<file path="config.mk">
export PLATFORM = sky130hd
export DESIGN_NAME = vid_window_gen
export DESIGN_NICKNAME = d
export VERILOG_FILES = /design/src/rtl/vwin_pkg.sv /design/src/rtl/vwin_edge_detect.sv /design/src/rtl/vwin_span_counter.sv /design/src/rtl/vwin_irq_latch.sv /design/src/rtl/vid_window_gen.sv
export SDC_FILE = /design/constraint.sdc
export NUM_CORES = 1
export LEC_CHECK = 0
export ABC_AREA = 1
export CAP_MARGIN = 40
export CORE_UTILIZATION = 37
export DETAILED_ROUTE_END_ITERATION = 12
export SETUP_SLACK_MARGIN = 0.15
export SYNTH_ARGS = -nofsm -noshare
export SYNTH_HDL_FRONTEND = slang
export SYNTH_HIERARCHICAL = 1
export SYNTH_SLANG_ARGS = --single-unit
</file>
<file path="constraint.sdc">
create_clock -name clk -period 1.7 [get_ports clk]
set_input_delay 0.425 -clock clk [delete_from_list [all_inputs] [get_ports clk]]
set_output_delay 0.425 -clock clk [all_outputs]
set_load 0.005 [all_outputs]
</file>
<file path="src/rtl/vwin_pkg.sv">
package vwin_pkg;
  // bit positions in the sampled-input vector
  localparam int IDX_LINE  = 0;
  localparam int IDX_FIELD = 1;
  localparam int IDX_HALF  = 2;
  localparam int NUM_SAMPLED = 3;

  // default window bounds (inclusive)
  localparam int DEF_H_FIRST = 81;
  localparam int DEF_H_LAST  = 240;
  localparam int DEF_V_FIRST = 21;
  localparam int DEF_V_LAST  = 60;
endpackage

</file>
<file path="src/rtl/vwin_edge_detect.sv">
module vwin_edge_detect #(
  parameter int N = 3
) (
  input  logic         clk,
  input  logic         rst,
  input  logic [N-1:0] sig_i,
  output logic [N-1:0] rise_o
);
  logic [N-1:0] prev_q;

  for (genvar g = 0; g < N; g++) begin : g_bit
    always_ff @(posedge clk) begin
      if (rst) prev_q[g] <= 1'b0;
      else     prev_q[g] <= sig_i[g];
    end
    assign rise_o[g] = sig_i[g] & ~prev_q[g];
  end
endmodule

</file>
<file path="src/rtl/vwin_span_counter.sv">
module vwin_span_counter #(
  parameter int W     = 11,
  parameter int FIRST = 81,
  parameter int LAST  = 240
) (
  input  logic clk,
  input  logic rst,
  input  logic gate,
  input  logic clear,
  input  logic step,
  output logic in_window_d,
  output logic in_window_q
);
  localparam logic [W-1:0] CMAX = {W{1'b1}};
  localparam logic [W-1:0] LO   = FIRST[W-1:0];
  localparam logic [W-1:0] HI   = LAST[W-1:0];
  localparam logic [W-1:0] ONE  = {{(W-1){1'b0}}, 1'b1};

  logic [W-1:0] cnt_q, cnt_d;

  always_comb begin
    if (clear)
      cnt_d = step ? ONE : '0;
    else if (step && cnt_q != CMAX)
      cnt_d = cnt_q + ONE;
    else
      cnt_d = cnt_q;
  end

  assign in_window_d = gate && (cnt_d >= LO) && (cnt_d <= HI);

  always_ff @(posedge clk) begin
    if (rst) begin
      cnt_q       <= '0;
      in_window_q <= 1'b0;
    end else begin
      cnt_q       <= cnt_d;
      in_window_q <= in_window_d;
    end
  end
endmodule

</file>
<file path="src/rtl/vwin_irq_latch.sv">
module vwin_irq_latch (
  input  logic clk,
  input  logic rst,
  input  logic set_i,
  input  logic clr_i,
  output logic irq_o
);
  always_ff @(posedge clk) begin
    if (rst)        irq_o <= 1'b0;
    else if (set_i) irq_o <= 1'b1;
    else if (clr_i) irq_o <= 1'b0;
  end
endmodule

</file>
<file path="src/rtl/vid_window_gen.sv">
module vid_window_gen
  import vwin_pkg::*;
#(
  parameter int H_CNT_W = 11,
  parameter int H_FIRST = DEF_H_FIRST,
  parameter int H_LAST  = DEF_H_LAST,
  parameter int V_CNT_W = 10,
  parameter int V_FIRST = DEF_V_FIRST,
  parameter int V_LAST  = DEF_V_LAST
) (
  input  logic clk,
  input  logic rst,
  input  logic line_sync,
  input  logic field_sync,
  input  logic fifo_half_full,
  input  logic irq_clear,
  output logic field_valid,
  output logic line_valid,
  output logic fifo_wr_en,
  output logic capture_irq
);
  logic [NUM_SAMPLED-1:0] sampled, rises;
  logic lv_d, fv_d;

  assign sampled[IDX_LINE]  = line_sync;
  assign sampled[IDX_FIELD] = field_sync;
  assign sampled[IDX_HALF]  = fifo_half_full;

  vwin_edge_detect #(.N(NUM_SAMPLED)) u_edges (
    .clk(clk), .rst(rst), .sig_i(sampled), .rise_o(rises)
  );

  // pixel counter: runs while the line is active
  vwin_span_counter #(.W(H_CNT_W), .FIRST(H_FIRST), .LAST(H_LAST)) u_pix (
    .clk(clk), .rst(rst),
    .gate(line_sync),
    .clear(rises[IDX_LINE]),
    .step(line_sync),
    .in_window_d(lv_d),
    .in_window_q(line_valid)
  );

  // line counter: counts new lines while the field is active
  vwin_span_counter #(.W(V_CNT_W), .FIRST(V_FIRST), .LAST(V_LAST)) u_lin (
    .clk(clk), .rst(rst),
    .gate(field_sync),
    .clear(rises[IDX_FIELD]),
    .step(field_sync && rises[IDX_LINE]),
    .in_window_d(fv_d),
    .in_window_q(field_valid)
  );

  always_ff @(posedge clk) begin
    if (rst) fifo_wr_en <= 1'b0;
    else     fifo_wr_en <= fv_d && lv_d;
  end

  vwin_irq_latch u_irq (
    .clk(clk), .rst(rst),
    .set_i(rises[IDX_HALF]),
    .clr_i(irq_clear),
    .irq_o(capture_irq)
  );
endmodule

</file>
# Yosys cells after proc, flatten, opt, wreduce, memory -nomap -nowiden
# Index checks and enable logic that the tools add are counted.
# op_classes
add_sub_neg	2
order_cmp	4
eq_ne	2
muxes	8
bitwise_logic	6
reduce_logical	9
# ops
cell	count
11-bit 2-to-1 mux	2
10-bit 2-to-1 mux	2
11-bit by 1-bit adder with 11-bit output, second input constant	1
11-bit by 7-bit greater-or-equal comparator with 1-bit output, second input constant	1
11-bit by 8-bit <= comparator with 1-bit output, second input constant	1
11-bit != test, second input constant	1
10-bit by 1-bit adder with 10-bit output, second input constant	1
10-bit by 5-bit greater-or-equal comparator with 1-bit output, second input constant	1
10-bit by 6-bit <= comparator with 1-bit output, second input constant	1
10-bit != test, second input constant	1
1-bit logical AND	8
1-bit 2-to-1 mux	4
1-bit bitwise AND	3
1-bit inverter	3
2-bit nonzero test	1
# totals
regBits	28
inputBits	6

# Logic depth before layout (Yosys ltp)
# Gate-level depths: netlist of the first run.
# depth
ltp_word	10
depth_mapped	16

# By module
# Netlist of the first run, hierarchy kept.
# modules_own_cells
mod	instances	cells_per_inst	area_each_um2	seq_area_each_um2
vwin_span_counter at u_lin	1	141	870.8	220.2
vwin_span_counter at u_pix	1	137	857.1	240.2
vwin_edge_detect	1	12	93.8	60.1
vwin_irq_latch	1	5	40.0	20.0
vid_window_gen	1	5	37.5	20.0

# Least setup slack after synthesis of the first run
# Ideal clock, no wire load.
# synth_path
path_kind	reg-to-reg
start	register u_pix.cnt_q[1]
end	register fifo_wr_en
setup_ps	109
arrival_time_ps	1684
t_required_ps	1591
setup_slack_ps	-93
path_stages_with_launch	16
period_less_slack_ps	1793
path_cell_list	dfxtp_1 ha_1 nand2_1 nor2_2 nand3_4 buf_6 nand3_1 nand2_1 nor2_1 nand2_1 nor2_1 a21oi_2 nand2_2 inv_1 nand2_1 nor2_2
# synth_between
elab_chain_len	8
elab_cells_between_ends	10
# synth_rtl
item	line	rtl
start, declared	vwin_span_counter.sv:19	logic [W-1:0] cnt_q, cnt_d;
start signal, assigned	vwin_span_counter.sv:37	cnt_q <= cnt_d;
branches (longest 2 deep; another with 11-bit by 1-bit adder with 11-bit output)	-	
11-bit 2-to-1 mux (*)	vwin_span_counter.sv:24	else if (step && cnt_q != CMAX)
11-bit 2-to-1 mux (*)	vwin_span_counter.sv:22	if (clear)
11-bit by 7-bit greater-or-equal comparator with 1-bit output	vwin_span_counter.sv:30	assign in_window_d = gate && (cnt_d >= LO) && (cnt_d <= HI);
1-bit logical AND	vwin_span_counter.sv:30	
1-bit logical AND (*)	vwin_span_counter.sv:30	
named net lv_d	vid_window_gen.sv:23	logic lv_d, fv_d;
1-bit logical AND (*)	vid_window_gen.sv:55	else fifo_wr_en <= fv_d && lv_d;
end signal, assigned	vid_window_gen.sv:55	
end, declared	vid_window_gen.sv:19	output logic fifo_wr_en,
# Mark *: on every way through the listed nets, which the timed path passes.
# A chain may end at the register's enable or synchronous reset.

# Final worst setup path of the first run
# Ends and elaborated chain as after synthesis.

==> impl_metrics.csv, run 1 <==
group,metric,value,unit
placement,routabilityCongestion,0.867,
synth,synth_cell_types,32,
grt,grt_pass1_vias,1920,
grt,antenna_found_initial,0,
die,dieArea,5420,sq um
synth,synth-adder-area-share,1.32,%
die,ios,10,
synth,synthTopCellsByCount,"nand2_1, nor2_1, inv_1",
placement,dp.cells,425,
die,core,4820,sq um
routing,wire_per_inst,10.6,microns
sta,setup_viol,3,
run_status,violations,"setup timing",
synth,synth_top_family_by_area,"simple AND/OR/NAND/NOR gates",
routing,ant_nets,0,
sta,fmax,547,MHz
sta,setup_ws,-0.128,ns
routing,vias,1983,
cts,cts_tree,"done",
synth,synth_ff_type,"dfxtp_1",
routing,viasPerCell,4.50,
synth,synth_mux_area_share,0,%
synth,synthArstFlopShare,0,%
flow_run,drv_cap,0,
worst_setup_path,arrival,2.05,ns
sta,min_period_over_period,108,%
routing,drt_first_pass_iters,4,
grt,grt_start_max_net_pins,29,
sta,slew_headroom,80.6,%
worst_setup_path,r2r_setup_slack,-0.13,ns
worst_setup_path,reg2reg_depth,14,
synth,syn-cell-area,1900,sq um
sta,rsz0062_at_grt,"true",
routing,drt-initial-drc-count,72,
grt,grt_usage,18.7,%
placement,place.port_buffers,9,
synth,yosys.area.top_type,"dfxtp_1",
die,die-height,73.6,microns
worst_setup_path,reg2reg_to,"fifo_wr_en",
grt,grt_pass1_wl,7.94,mm
run_status,status,"finished, violations left",
cts,clock-sinks,28,
pwr,power.leakage,0.00129,uW
synth,synthSimpleGateAreaFrac,49.9,%
placement,place.detailed.hpwl,3.41,mm
synth,synth-xor-area-share,0.461,%
synth,synth_area_leaders,"dfxtp_1, nand2_1, nor2_1, inv_1, nand3_1",
die,fp-row-count,25,
min_path,holdCritPathClass,"input pin to flop",
cells_and_area,area_delta_synth_final,50.2,%
synth,synth_fp_nets,308,
pwr,max-vdd-ir-drop,328,uV
cells_and_area,final_cells,441,
min_path,holdCritStartpoint,"line_sync",
worst_setup_path,cp.required,1.92,ns
synth,synth-compound-area-share,6.65,%
cells_and_area,drive_above_1_share,41.7,%
sta,finalClockSkew,0.00930,ns
min_path,hold_depth,3,
sta,hold_viol_final,0,
worst_setup_path,max_stage_delay,0.37,ns
synth,synth_edf_count,0,
worst_setup_path,crit_path_max_fanout,6,
synth,synth_most_common_cell,"nand2_1",
routing,drc_errors,0,
sta,tightestPinTransition,0.291,ns
synth,ys_seq_elements,28,
worst_setup_path,end_kind,"flop",
pwr,pwr_density_cell,460,nW/um^2
worst_setup_path,crit_chain,"ha_4 > nand2_4 > nor2_4 > nand3_4 > buf_6 > a21oi_4 > nor2_4 > nor2_1 > nand2_1 > a21oi_2 > nand2_2 > inv_1 > nand2_1 > nor2_2",
cells_and_area,n_antenna_cell,0,
cells_and_area,regArea,574,sq um
routing,wirelength,4.69,mm
min_path,min_to,"u_edges/prev_q[0]",
worst_setup_path,slowest_stage,"dfxtp_4",
cts,clk_latency,0.28,ns
cells_and_area,nFillCells,477,
sta,fin_setup_tns,-0.256,ns
worst_setup_path,startpoint_type,"flop",
cts,numCtsBuffers,3,
cts,clk_pin_slew,0.09,ns
synth,yosys_warnings,6,
die,die_width,73.6,microns
cts,cts_hold_buf,0,
synth,syn_area_per_cell,6.33,sq um
cts,clk_path_buf_depth,2,
worst_setup_path,reg2reg_from,"u_pix/cnt_q[1]",
cts,htree_num_levels,1,
cells_and_area,fin_nets,383,
grt,overflow,0,
cells_and_area,multi_input_area,1330,sq um
worst_setup_path,path_class,"flop to flop",
sta,drv_slew,0,
synth,syn_inst,300,
die,start_util,39.4,%
synth,synth_top_area_share,29.5,%
sta,fin_crit,1.83,ns
cts,ctsRootBufferMaster,"clkbuf_8",
synth,synth-seq-area-share,29.5,%
==> through the flow <==
stage,setup WS (ns),utilization (%),instance area (sq um),hold slack [ns],power (uW)
finish,-0.128,59.2,2850,0.397,1310
global route,-0.291,59.2,2850,0.383,1380
CTS,-0.0946,56.4,2720,0.400,1310
detailed placement,-0.747,52.7,2540,0.466,931
global placement,-0.739,52.7,2540,0.463,928
floorplan,0.0393,-,1980,0.458,826
==> critical path, delay by kind of cell (launching register included) <==
family | cells | cell delay, ns
compound gates | 2 | 0.29
fa+ha+maj | 1 | 0.15
simple gates | 9 | 0.74
buf+inv | 2 | 0.21
flops | 1 | 0.37
==> logic make-up (layout without fill, tap and decap cells) <==
kind of cell | after synthesis | count (layout)
and+or+nand+nor | 199 | 200
buffers and inverters | 53 | 126
DFF | 28 | 28
AOI/OAI and AO/OA | 17 | 17
adders and majority gates | 2 | 2
xor gates and xnor gates | 1 | 1
==> cell usage in the layout, fill, tap and decap left out, types with 3 or more instances in the layout <==
cell type,netlist,routed
dfxtp_1,28,19
nor2_1,53,43
clkdlybuf4s50_1,0,5
a21oi_4,1,5
buf_4,1,58
nand2_2,6,14
inv_1,44,38
buf_6,2,7
nand3_2,5,9
nand2_1,83,74
nand3_4,1,4
nand3_1,23,17
nor2_2,10,16
inv_2,2,6
dfxtp_2,0,8
clkbuf_8,1,3
nor2_4,4,8
a21oi_2,5,3
nand4_1,6,6
==> where the power goes <==
part,internal [uW],switching [uW]
Sequential,671,11.2
Clock,169,204
Combinational,123,136
==> cell type report <==
class                           count  area share, %
Sequential cell                    28           20.1
Multi-Input combinational cell    220           46.5
Timing Repair Buffer               76           22.5
Tap cell                           67           2.94
Clock buffer                        4           1.58
Inverter                           46           6.32
==> layer usage <==
layer | track usage, % | share of wire (%) | vias up
met4 | 7.69 | 2.6 | 0
met1 | 20.5 | 44 | 884
met5 | 0 | 0 | -
li1 | - | - | 1073
met3 | 1.92 | 1.3 | 11
met2 | 36.3 | 53 | 15
==> state kept, by name, indices dropped and copies added (netlist names) <==
register / flops
u_pix/in_window_q: 1
u_lin/cnt_q: 10
u_irq/irq_o: 1
fifo_wr_en: 1
u_edges/prev_q: 3
u_pix/cnt_q: 11
u_lin/in_window_q: 1
==> worst max-delay path by stage <==
stage              startpoint    endpoint  slack, ns  cells after the start
2_1_floorplan  u_pix/cnt_q[1]  fifo_wr_en       0.04                     16
3_3_place_gp        line_sync  fifo_wr_en      -0.74                     17
3_5_place_dp        line_sync  fifo_wr_en      -0.75                     17
4_1_cts        u_pix/cnt_q[1]  fifo_wr_en      -0.09                     14
5_1_grt        u_pix/cnt_q[1]  fifo_wr_en      -0.29                     15
6_report       u_pix/cnt_q[1]  fifo_wr_en      -0.13                     14
==> timing repair <==
action,4_1_cts,5_1_grt
endpoints found under the hold margin,0,0
cloned,1,0
resized for setup,27,30
pin swaps,22,9
endpoints found under the setup margin,24,15
buffers inserted,7,4
No activity file was read; power rests on OpenSTA's default activity.
==> inputs of run 2 (changes only) <==
Settings changed: CAP_MARGIN 40 to 20, CORE_ASPECT_RATIO set to 2, PLACE_DENSITY set to 0.54.
==> run 2 against run 1 <==
- the flow still finishes with violations (setup timing)
- fmax down 3.8%
- sequential power about the same
- clock power up 11%
- die area up 0.32%
- final cell count unchanged
- via count up 5.2%
- routed wire length up 15%
- global-route usage up 3.0 points
- critical path depth up 3
- combinational power up 8.5%
- critical path type unchanged
- largest power group unchanged
==> impl_metrics.csv, run 2 (same netlist as run 1, synthesis figures left out) <==
group,metric,value,unit
run_status,status,"finished, violations left",
run_status,violations,"setup timing",
sta,fin_crit,1.90,ns
worst_setup_path,reg2reg_from,"u_pix/cnt_q[1]",
cells_and_area,regArea,574,sq um
worst_setup_path,slowest_stage,"dfxtp_4",
cts,htree_num_levels,1,
cells_and_area,nFillCells,478,
sta,drv_slew,0,
sta,rsz0062_at_grt,"true",
placement,routabilityCongestion,0.831,
worst_setup_path,worst-path-stages,17,
cells_and_area,multi_input_area,1380,sq um
routing,wire_per_inst,12.3,microns
sta,tightestPinTransition,0.285,ns
die,ios,10,
placement,dp.cells,427,
routing,drt_first_pass_iters,5,
cts,ctsRootBufferMaster,"clkbuf_8",
die,die_width,52.7,microns
cts,clock-sinks,28,
cells_and_area,fin_nets,393,
pwr,pwr_density_cell,459,nW/um^2
pwr,power.leakage,0.00140,uW
min_path,holdCritStartpoint,"line_sync",
cells_and_area,final_common_cell,"buf_4",
die,fp-row-count,36,
die,core,4910,sq um
worst_setup_path,reg2reg_depth,17,
sta,finalClockSkew,0.00200,ns
cells_and_area,area_delta_synth_final,57.8,%
min_path,hold_depth,3,
die,start_util,38.7,%
pwr,max-vdd-ir-drop,486,uV
cts,clk_pin_slew,0.09,ns
cts,numCtsBuffers,3,
grt,grt_pass1_vias,2072,
min_path,holdCritPathClass,"input pin to flop",
worst_setup_path,startpoint_type,"flop",
cells_and_area,top_regs,"u_pix/cnt_q x11, u_lin/cnt_q x10, u_edges/prev_q x3",
grt,overflow,0,
routing,vias,2086,
worst_setup_path,crit_chain,"ha_4 > nand2_4 > nor2_4 > nand3_4 > buf_6 > nand2_4 > nand2_4 > inv_2 > nor2_2 > nand2_2 > nand2_1 > nor2_1 > nand2_2 > nand2_4 > inv_2 > nand2_2 > nor2_2",
cts,cts_tree,"done",
grt,grt_usage,21.8,%
cts,clk_path_buf_depth,2,
flow_run,drv_cap,0,
sta,slew_headroom,81.0,%
cells_and_area,final_cell_mix,"buf_4, nand2_1, nor2_1",
cells_and_area,drive_above_1_share,47.4,%
worst_setup_path,path_buf_inv,3,
sta,setup_ws,-0.201,ns
sta,min_period_over_period,112,%
sta,setup_viol,3,
cells_and_area,final_cells,441,
cells_and_area,n_antenna_cell,0,
placement,place.port_buffers,9,
worst_setup_path,end_kind,"flop",
worst_setup_path,path_class,"flop to flop",
cts,clk_latency,0.28,ns
routing,drt-initial-drc-count,22,
routing,viasPerCell,4.73,
min_path,min_to,"u_edges/prev_q[0]",
worst_setup_path,cp_top_family,"simple AND/OR/NAND/NOR gates",
cells_and_area,largest_reg_flops,11,
placement,place.detailed.hpwl,4.09,mm
worst_setup_path,cpMostUsedCell,"nand2_4",
sta,hold_viol_final,0,
grt,grt_pass1_wl,8.69,mm
die,die-height,103,microns
die,dieArea,5440,sq um
worst_setup_path,r2r_setup_slack,-0.20,ns
sta,finalHoldWorstSlack,0.435,ns
sta,fmax,526,MHz
worst_setup_path,crit_path_max_fanout,5,
worst_setup_path,max_stage_delay,0.36,ns
cts,cts_hold_buf,0,
worst_setup_path,reg2reg_to,"fifo_wr_en",
grt,grt_start_max_net_pins,29,
routing,wirelength,5.42,mm
cells_and_area,top_register,"u_pix/cnt_q",
routing,drc_errors,0,
routing,ant_nets,0,
grt,antenna_found_initial,0,
worst_setup_path,arrival,2.08,ns
worst_setup_path,cp.required,1.88,ns
worst_setup_path,crit_start,"u_pix/cnt_q[1]",
[run 2: final cells by class]
class | count | area share (%)
clock buffers | 4 | 1.84
well taps | 57 | 2.38
repair buffers | 86 | 24.5
flip-flops and latches | 28 | 19.2
multi-input cells | 220 | 46.1
inverters | 46 | 6.01
[run 2: worst max-delay path by stage]
stage / slack [ns] / end
after floorplan: 0.04 / fifo_wr_en
final: -0.20 / fifo_wr_en
after global routing: -0.31 / fifo_wr_en
after detailed placement: -0.76 / fifo_wr_en
after CTS: -0.16 / fifo_wr_en
after global placement: -0.71 / fifo_wr_en
[run 2: tightest hold or removal path, delay by kind of cell]
| family | cells | cell delay, ns |
|---|---|---|
| buffers and inverters | 2 | 0.22 |
| and+or+nand+nor | 1 | 0.03 |
[run 2: power breakdown]
part           total [uW]  internal (uW)  switching [uW]
Sequential            682            671            11.3
Combinational         281            134             147
Clock                 414            208             206
[run 2: stage by stage]
stage	worst slack [ns]	TNS [ns]	utilization, %	power (uW)	area [sq um]
2_1_floorplan	0.0393	0	-	826	1980
6_report	-0.201	-0.444	61.1	1380	3000
5_1_grt	-0.315	-0.818	61.1	1460	3000
3_5_place_dp	-0.761	-9.38	53.3	943	2620
3_3_place_gp	-0.713	-8.79	53.3	941	2620
4_1_cts	-0.158	-0.272	57.1	1380	2800
[run 2: layer usage]
layer | share of wire [%] | global-route usage, % | up-vias
met3 | 1.3 | 1.75 | 17
met2 | 60 | 45.8 | 22
met4 | 5.1 | 12.8 | 0
met5 | 0 | 0 | -
met1 | 33 | 17.9 | 953
li1 | - | - | 1094
[run 2: timing repair]
item	in CTS	in global routing
gates cloned	1	0
setup buffers	5	4
pin swaps	11	40
resized for setup	30	52
setup endpoints to repair	24	19
